[config.mk]
export PLATFORM = sky130hd
export DESIGN_NAME = ps2_rx_decoder
export DESIGN_NICKNAME = d
export VERILOG_FILES = /design/src/rtl/ps2rx_pkg.sv /design/src/rtl/ps2rx_sync.sv /design/src/rtl/ps2rx_frame.sv /design/src/rtl/ps2rx_fifo.sv /design/src/rtl/ps2_rx_decoder.sv
export SDC_FILE = /design/constraint.sdc
export NUM_CORES = 1
export LEC_CHECK = 0
export ABC_CLOCK_PERIOD_IN_PS = 3400
export BUFFER_PORTS_ARGS = -buffer_cell sky130_fd_sc_hd__buf_2
export CORE_UTILIZATION = 40
export DETAILED_ROUTE_END_ITERATION = 12
export RECOVER_POWER = 100
export SLEW_MARGIN = 20
export SYNTH_ARGS = -nofsm -noshare
export SYNTH_HDL_FRONTEND = slang
export SYNTH_SLANG_ARGS = --single-unit
[constraint.sdc]
create_clock -name clk -period 3.4 [get_ports clk]
set_input_delay 0 -clock clk [delete_from_list [all_inputs] [get_ports clk]]
set_output_delay 0 -clock clk [all_outputs]
set_load 0.02 [all_outputs]
[src/rtl/ps2rx_pkg.sv]
package ps2rx_pkg;
    typedef enum logic [1:0] {
        ST_IDLE,
        ST_DATA,
        ST_PARITY,
        ST_STOP
    } rx_state_t;

    localparam int BYTE_BITS = 8;
endpackage

[src/rtl/ps2rx_sync.sv]
module ps2rx_sync #(
    parameter int STAGES = 2
) (
    input  logic clk,
    input  logic rst_n,
    input  logic d,
    output logic q
);
    logic [STAGES-1:0] chain;

    generate
        for (genvar i = 0; i < STAGES; i++) begin : g_stage
            if (i == 0) begin : g_first
                always_ff @(posedge clk or negedge rst_n) begin
                    if (!rst_n) chain[0] <= 1'b1;
                    else        chain[0] <= d;
                end
            end else begin : g_next
                always_ff @(posedge clk or negedge rst_n) begin
                    if (!rst_n) chain[i] <= 1'b1;
                    else        chain[i] <= chain[i-1];
                end
            end
        end
    endgenerate

    assign q = chain[STAGES-1];
endmodule

[src/rtl/ps2rx_frame.sv]
module ps2rx_frame
    import ps2rx_pkg::*;
#(
    parameter int FRAME_TIMEOUT = 260000
) (
    input  logic                 clk,
    input  logic                 rst_n,
    input  logic                 enable,
    input  logic                 line_clk,
    input  logic                 line_dat,
    output logic                 byte_valid,
    output logic [BYTE_BITS-1:0] byte_out,
    output logic                 err_parity,
    output logic                 err_frame
);
    localparam int TMO_W = $clog2(FRAME_TIMEOUT + 1);
    localparam int CNT_W = $clog2(BYTE_BITS);

    rx_state_t            state, nstate;
    logic                 clk_prev;
    logic                 fall;
    logic [BYTE_BITS-1:0] shreg;
    logic [CNT_W-1:0]     bitcnt;
    logic                 par_bit;
    logic [TMO_W-1:0]     tmo_cnt;
    logic                 expired;

    assign fall    = clk_prev & ~line_clk;
    assign expired = (state != ST_IDLE) && (tmo_cnt == TMO_W'(FRAME_TIMEOUT - 1));

    // next-state logic
    always_comb begin
        nstate = state;
        if (!enable || expired) begin
            nstate = ST_IDLE;
        end else if (fall) begin
            unique case (state)
                ST_IDLE:   if (!line_dat) nstate = ST_DATA;
                ST_DATA:   if (bitcnt == CNT_W'(BYTE_BITS - 1)) nstate = ST_PARITY;
                ST_PARITY: nstate = ST_STOP;
                ST_STOP:   nstate = ST_IDLE;
            endcase
        end
    end

    // state register
    always_ff @(posedge clk or negedge rst_n) begin
        if (!rst_n) state <= ST_IDLE;
        else        state <= nstate;
    end

    // frame datapath: edge history, shift register, bit counter, timer
    always_ff @(posedge clk or negedge rst_n) begin
        if (!rst_n) begin
            clk_prev <= 1'b1;
            shreg    <= '0;
            bitcnt   <= '0;
            par_bit  <= 1'b0;
            tmo_cnt  <= '0;
        end else begin
            clk_prev <= line_clk;
            if (!enable || state == ST_IDLE) tmo_cnt <= '0;
            else                             tmo_cnt <= tmo_cnt + 1'b1;
            if (!enable) begin
                shreg   <= '0;
                bitcnt  <= '0;
                par_bit <= 1'b0;
            end else if (fall && !expired) begin
                unique case (state)
                    ST_IDLE:   bitcnt <= '0;
                    ST_DATA: begin
                        shreg  <= {line_dat, shreg[BYTE_BITS-1:1]};
                        bitcnt <= bitcnt + 1'b1;
                    end
                    ST_PARITY: par_bit <= line_dat;
                    ST_STOP:   bitcnt <= '0;
                endcase
            end
        end
    end

    // outputs: judge the frame on the stop edge
    always_ff @(posedge clk or negedge rst_n) begin
        if (!rst_n) begin
            byte_valid <= 1'b0;
            byte_out   <= '0;
            err_parity <= 1'b0;
            err_frame  <= 1'b0;
        end else begin
            byte_valid <= 1'b0;
            err_parity <= 1'b0;
            err_frame  <= 1'b0;
            if (enable && fall && !expired && state == ST_STOP) begin
                if (!line_dat) begin
                    err_frame <= 1'b1;
                end else if (!(^{shreg, par_bit})) begin
                    err_parity <= 1'b1;
                end else begin
                    byte_valid <= 1'b1;
                    byte_out   <= shreg;
                end
            end
        end
    end
endmodule

[src/rtl/ps2rx_fifo.sv]
module ps2rx_fifo #(
    parameter int DEPTH = 100,
    parameter int WIDTH = 8
) (
    input  logic             clk,
    input  logic             rst_n,
    input  logic             flush,
    input  logic             push,
    input  logic [WIDTH-1:0] push_data,
    input  logic             pop,
    output logic [WIDTH-1:0] dout,
    output logic             not_empty,
    output logic             dropped
);
    localparam int PTR_W = (DEPTH > 1) ? $clog2(DEPTH) : 1;
    localparam int CNT_W = $clog2(DEPTH + 1);

    logic [WIDTH-1:0] mem [DEPTH];
    logic [PTR_W-1:0] wptr, rptr;
    logic [CNT_W-1:0] count;
    logic             full, do_pop, evict;

    function automatic logic [PTR_W-1:0] wrap_inc(input logic [PTR_W-1:0] p);
        return (p == PTR_W'(DEPTH - 1)) ? '0 : p + 1'b1;
    endfunction

    assign not_empty = (count != '0);
    assign full      = (count == CNT_W'(DEPTH));
    assign do_pop    = pop && not_empty;
    assign evict     = push && full && !do_pop;
    assign dout      = mem[rptr];

    always_ff @(posedge clk) begin
        if (push && !flush) mem[wptr] <= push_data;
    end

    always_ff @(posedge clk or negedge rst_n) begin
        if (!rst_n) begin
            wptr    <= '0;
            rptr    <= '0;
            count   <= '0;
            dropped <= 1'b0;
        end else if (flush) begin
            wptr    <= '0;
            rptr    <= '0;
            count   <= '0;
            dropped <= 1'b0;
        end else begin
            dropped <= evict;
            if (push) wptr <= wrap_inc(wptr);
            if (do_pop || evict) rptr <= wrap_inc(rptr);
            if (push && !do_pop && !full) count <= count + 1'b1;
            else if (!push && do_pop)     count <= count - 1'b1;
        end
    end
endmodule

[src/rtl/ps2_rx_decoder.sv]
module ps2_rx_decoder
    import ps2rx_pkg::*;
#(
    parameter int DEPTH         = 100,
    parameter int FRAME_TIMEOUT = 260000,
    parameter int SYNC_STAGES   = 2
) (
    input  logic       clk,
    input  logic       rst_n,
    input  logic       ps2_clk_in,
    input  logic       ps2_dat_in,
    input  logic       rx_enable,
    input  logic       cb_mode,
    output logic       cb_strobe,
    output logic [7:0] cb_byte,
    input  logic       rd_ready,
    output logic       rd_valid,
    output logic [7:0] rd_data,
    output logic       err_parity,
    output logic       err_frame,
    output logic       err_overrun
);
    logic                 s_clk, s_dat;
    logic                 got_byte;
    logic [BYTE_BITS-1:0] got_data;
    logic                 cb_mode_q;
    logic                 flush;

    ps2rx_sync #(.STAGES(SYNC_STAGES)) u_sync_clk (
        .clk(clk), .rst_n(rst_n), .d(ps2_clk_in), .q(s_clk)
    );
    ps2rx_sync #(.STAGES(SYNC_STAGES)) u_sync_dat (
        .clk(clk), .rst_n(rst_n), .d(ps2_dat_in), .q(s_dat)
    );

    ps2rx_frame #(.FRAME_TIMEOUT(FRAME_TIMEOUT)) u_frame (
        .clk(clk), .rst_n(rst_n), .enable(rx_enable),
        .line_clk(s_clk), .line_dat(s_dat),
        .byte_valid(got_byte), .byte_out(got_data),
        .err_parity(err_parity), .err_frame(err_frame)
    );

    always_ff @(posedge clk or negedge rst_n) begin
        if (!rst_n) cb_mode_q <= 1'b0;
        else        cb_mode_q <= cb_mode;
    end
    assign flush = (cb_mode_q != cb_mode);

    ps2rx_fifo #(.DEPTH(DEPTH), .WIDTH(BYTE_BITS)) u_fifo (
        .clk(clk), .rst_n(rst_n), .flush(flush),
        .push(got_byte && !cb_mode), .push_data(got_data),
        .pop(rd_ready), .dout(rd_data), .not_empty(rd_valid),
        .dropped(err_overrun)
    );

    assign cb_strobe = got_byte && cb_mode;
    assign cb_byte   = got_data;
endmodule

==> run_results.csv <==
group,metric,value,unit
global_routing,first_global_vias,18324,
drt,drt.antenna.violating_nets,0,
floorplanning,die_x,296,um
global_routing,grt_first_pass_wirelength,120000,um
worst_setup_path,critical-path-top-delay-family,"compound AO/OA/AOI/OAI gates",
worst_setup_path,path_class,"reg -> out",
synthesis,syn_area_per_cell,18.9,um^2
sta,clock.fmax,0.297,GHz
floorplanning,placementRows,107,
clock_network,ctsLongestPathBuffers,3,
synthesis,synth.yosys.seq_area_share,74.5,%
worst_setup_path,cp-end-kind,"primary output",
pwr,leakage_power_figure,12.3,nW
global_routing,grt_overflow,0,
final_layout,layout.cells.most_common_list,"edfxtp_1 (800), mux4_2 (170), nor2_1 (143), clkbuf_1 (133), clkbuf_16 (93)",
place,placement.io_buffers,27,
status,violated_checks,"capacitance limit, slew limit",
place,dpl.cell_count,3071,
pwr,p_seq_share,47.3,%
run,maxCapViolCount,5,
worst_setup_path,timing.critical_path.fanout_max,14,
worst_setup_path,timing.critical_path.cells,"or3b_2 -> buf_4 -> o221ai_1 -> a211oi_4 -> a21oi_1 -> a211o_1 -> buf_2",
final_layout,final-instance-count-excl-fill,3255,
sta,grt_setup_unrepaired,"yes",
worst_setup_path,critical-path-max-stage-delay,0.70,ns
final_layout,layout-area-overhead-vs-synth,15.9,%
status,outcome,"finished, violations left",
final_layout,final.fill_count,7334,
final_layout,share_of_post_route_cells_with_drive_strength_above_1,21.2,%
synthesis,syn_area,0.0346,mm^2
worst_setup_path,worst_ep_required_time,3.40,ns
sta,worst_clock_skew,0.0279,ns
clock_network,cts_root_buf,"clkbuf_16",
clock_network,htree_num_levels,3,
pwr,power.share.switching,24.7,%
global_routing,globalRouteTotalUtil,18.8,%
place,detailedPlacementHpwl,48600,um
pwr,vdd.ir_drop.worst,0.000360,V
pwr,total_power,24.8,mW
worst_setup_path,buffer_and_inverter_count_on_the_worst_path,2,
global_routing,grt_antenna_before_repair,2,
min_path,timing.hold.worst.class,"in -> reg",
pwr,share_of_total_power_in_the_clock_network,37.6,%
worst_setup_path,slowest_stage,"or3b_2",
drt,drt_first_pass_iters,7,
pwr,total_power_per_unit_cell_area,617,mW/mm^2
drt,route.detailed.vias_per_inst,5.53,
sta,setup_viol,0,
sta,final.min_clock_period,3.36,ns
sta,timing_max_transition_violations_final,342,
final_layout,utilization,47.0,%
place,gpl.final_weighted_congestion,0.821,
floorplanning,num_io_pins,28,
synthesis,ys_ff_latch,871,
clock_network,clkSinkCount,871,
sta,worst_slew_margin_rel,-24.8,%
synthesis,syn_inst,1831,
synthesis,synth_async_sr_flop_share,8.15,%
global_routing,grt_max_degree,103,
sta,tightest_slew,1.87,ns
final_layout,layout.nets,2071,
pwr,total_switching_power,6.12,mW
pwr,pwr-share-comb,15.1,%
sta,timing_hold_violations_final,0,
sta,finalCritPeriodShare,98.9,%
clock_network,cts-buffers-inserted,90,
floorplanning,chip_height,296,um
final_layout,antennaDiodeCount,0,
synthesis,yosysWarningCount,0,
pwr,internal_power,18.7,mW
synthesis,number_of_enable_type_register_cells_in_the_synthesized_netlist,800,
drt,route.detailed.drc,0,
drt,drt-initial-drc-count,1630,
final_layout,mostFrequentLayoutCell,"edfxtp_1",
drt,detailroute.via_count,18010,
worst_setup_path,critical_path_arrival,3.36,ns
clock_network,clk_latency,0.66,ns
synthesis,synth.net_count,1855,
worst_setup_path,timing.critical_path.from_type,"register",
synthesis,yosys_most_used_dff,"edfxtp_1",
drt,postRouteWirelength,81400,um
drt,route.detailed.wl_per_inst,25.0,um
floorplanning,core-area,0.0854,mm^2
clock_network,cts_tree,"built",
floorplanning,floorplan.initialDensity,40.5,%
clock_network,cts.clk_slew.worst_paths,0.06,ns
floorplanning,dieArea,0.0877,mm^2
synthesis,synthDistinctLibCells,62,
## Yosys cell counts, types with 7 or more instances
| master | count | area [um^2] |
|---|---|---|
| nor2_1 | 143 | 537 |
| dfrtp_1 | 66 | 1650 |
| o31ai_1 | 12 | 90.1 |
| a211o_1 | 10 | 87.6 |
| nand4_1 | 8 | 50.1 |
| nor2b_1 | 14 | 87.6 |
| a211oi_1 | 29 | 218 |
| clkbuf_1 | 44 | 165 |
| ha_1 | 16 | 200 |
| a22o_1 | 15 | 131 |
| inv_1 | 24 | 90.1 |
| mux2i_1 | 84 | 841 |
| xnor2_1 | 15 | 131 |
| nand2_1 | 64 | 240 |
| a22oi_1 | 22 | 165 |
| mux2_2 | 16 | 180 |
| o21ai_0 | 36 | 180 |
| buf_2 | 21 | 105 |
| o221ai_1 | 9 | 78.8 |
| a21oi_1 | 30 | 150 |
| xor2_1 | 16 | 140 |
| nor3_1 | 7 | 35.0 |
| edfxtp_1 | 800 | 24000 |
| buf_1 | 7 | 26.3 |
| o22ai_1 | 24 | 150 |
| mux4_2 | 170 | 3830 |
| buf_4 | 14 | 105 |
| nand3_1 | 35 | 175 |
## power groups by stage
stage / combinational [mW] / clock [mW] / sequential [mW]
after floorplan: 2.43 / 0 / 11.8
after global placement: 3.30 / 0 / 12.0
after detailed placement: 3.33 / 0 / 12.0
after CTS: 3.73 / 9.51 / 11.7
after global routing: 3.99 / 9.87 / 11.7
final: 3.74 / 9.32 / 11.7
## cells by family (layout without fill, tap and decap cells)
family	Yosys count	count (layout)	synth area share (%)
and+or+nand+nor	311	311	4.09
adders and majority gates	17	17	0.636
DFF	871	871	74.5
AOI/OAI and AO/OA	211	211	4.23
buffers and inverters	117	397	1.63
muxes	273	273	14.1
xor gates and xnor gates	31	31	0.784
## routing by layer
layer  track usage [%]  vias to the layer above  part of all wire (%)
met5                 0                        -                     0
li1                  -                     7828                     -
met3              3.55                      134                   6.4
met4              6.93                        0                   3.1
met2              30.0                      541                    48
met1              25.6                     9507                    42
## state kept, by name, summed over array words and instances, names as in the netlist, 2 cells and up
register / count
u_fifo.count: 7
u_fifo.mem: 800
u_fifo.rptr: 7
u_fifo.wptr: 7
u_frame.bitcnt: 3
u_frame.byte_out: 8
u_frame.shreg: 8
u_frame.state: 2
u_frame.tmo_cnt: 18
## worst register-to-register path, stage by stage, from the launching register on
cell,delay [ns]
dfrtp_1,0.42
nand2b_1,0.20
nor2_1,0.15
clkbuf_1,0.40
nand3_1,0.34
clkbuf_1,0.58
nor2_1,0.23
clkbuf_1,0.53
## repair_timing
action,CTS,global route
gates resized for setup,32,15
endpoints found under the hold margin,98,0
setup endpoints to repair,8,7
hold buffers,8,0
buffers inserted,8,1
cloned,3,1
pin swaps,3,4
## metrics by stage
| step | area, um^2 | TNS (ns) | setup WS, ns | hold slack, ns |
|---|---|---|---|---|
| 2_1_floorplan | 34600 | 0 | 0.0269 | -0.296 |
| 4_1_cts | 40300 | -0.00148 | -0.00148 | 0.0639 |
| 5_1_grt | 40100 | -0.0191 | -0.0144 | 0.204 |
| 3_3_place_gp | 37100 | 0 | 0.0289 | 0.114 |
| 3_5_place_dp | 37100 | 0 | 0.0603 | 0.110 |
| 6_report | 40100 | 0 | 0.0370 | 0.179 |
## final timing paths
path / slack (ns) / startpoint / end / depth (start not counted)
setup reg to reg: 0.16 / u_frame.byte_valid$_DFF_PN0_ / u_fifo.mem[53][1]$_DFFE_PP_ / 7
min in group asynchronous: 0.38 / rst_n / u_frame.tmo_cnt[3]$_DFF_PN0_ / 2
setup / recovery: 0.04 / u_fifo.rptr[1]$_DFFE_PN0P_ / rd_data[1] / 7
hold / removal: 0.18 / cb_mode / cb_mode_q$_DFF_PN0_ / 2
hold reg to reg: 0.36 / u_sync_dat.chain[0]$_DFF_PN1_ / u_sync_dat.q$_DFF_PN1_ / 0
max in group asynchronous: 1.61 / rst_n / u_fifo.rptr[0]$_DFFE_PN0P_ / 2
## area by class of cell
type / count / area (um^2) / area share (%)
multi-input cells: 843 / 8420 / 21.0
clock inverters: 44 / 375 / 0.936
flip-flops and latches: 871 / 25800 / 64.4
inverters: 25 / 93.8 / 0.234
repair buffers: 216 / 1600 / 4.00
clock buffers: 112 / 2380 / 5.93
well taps: 1144 / 1430 / 3.57
Note: power is estimated with default switching activity, not from simulation.
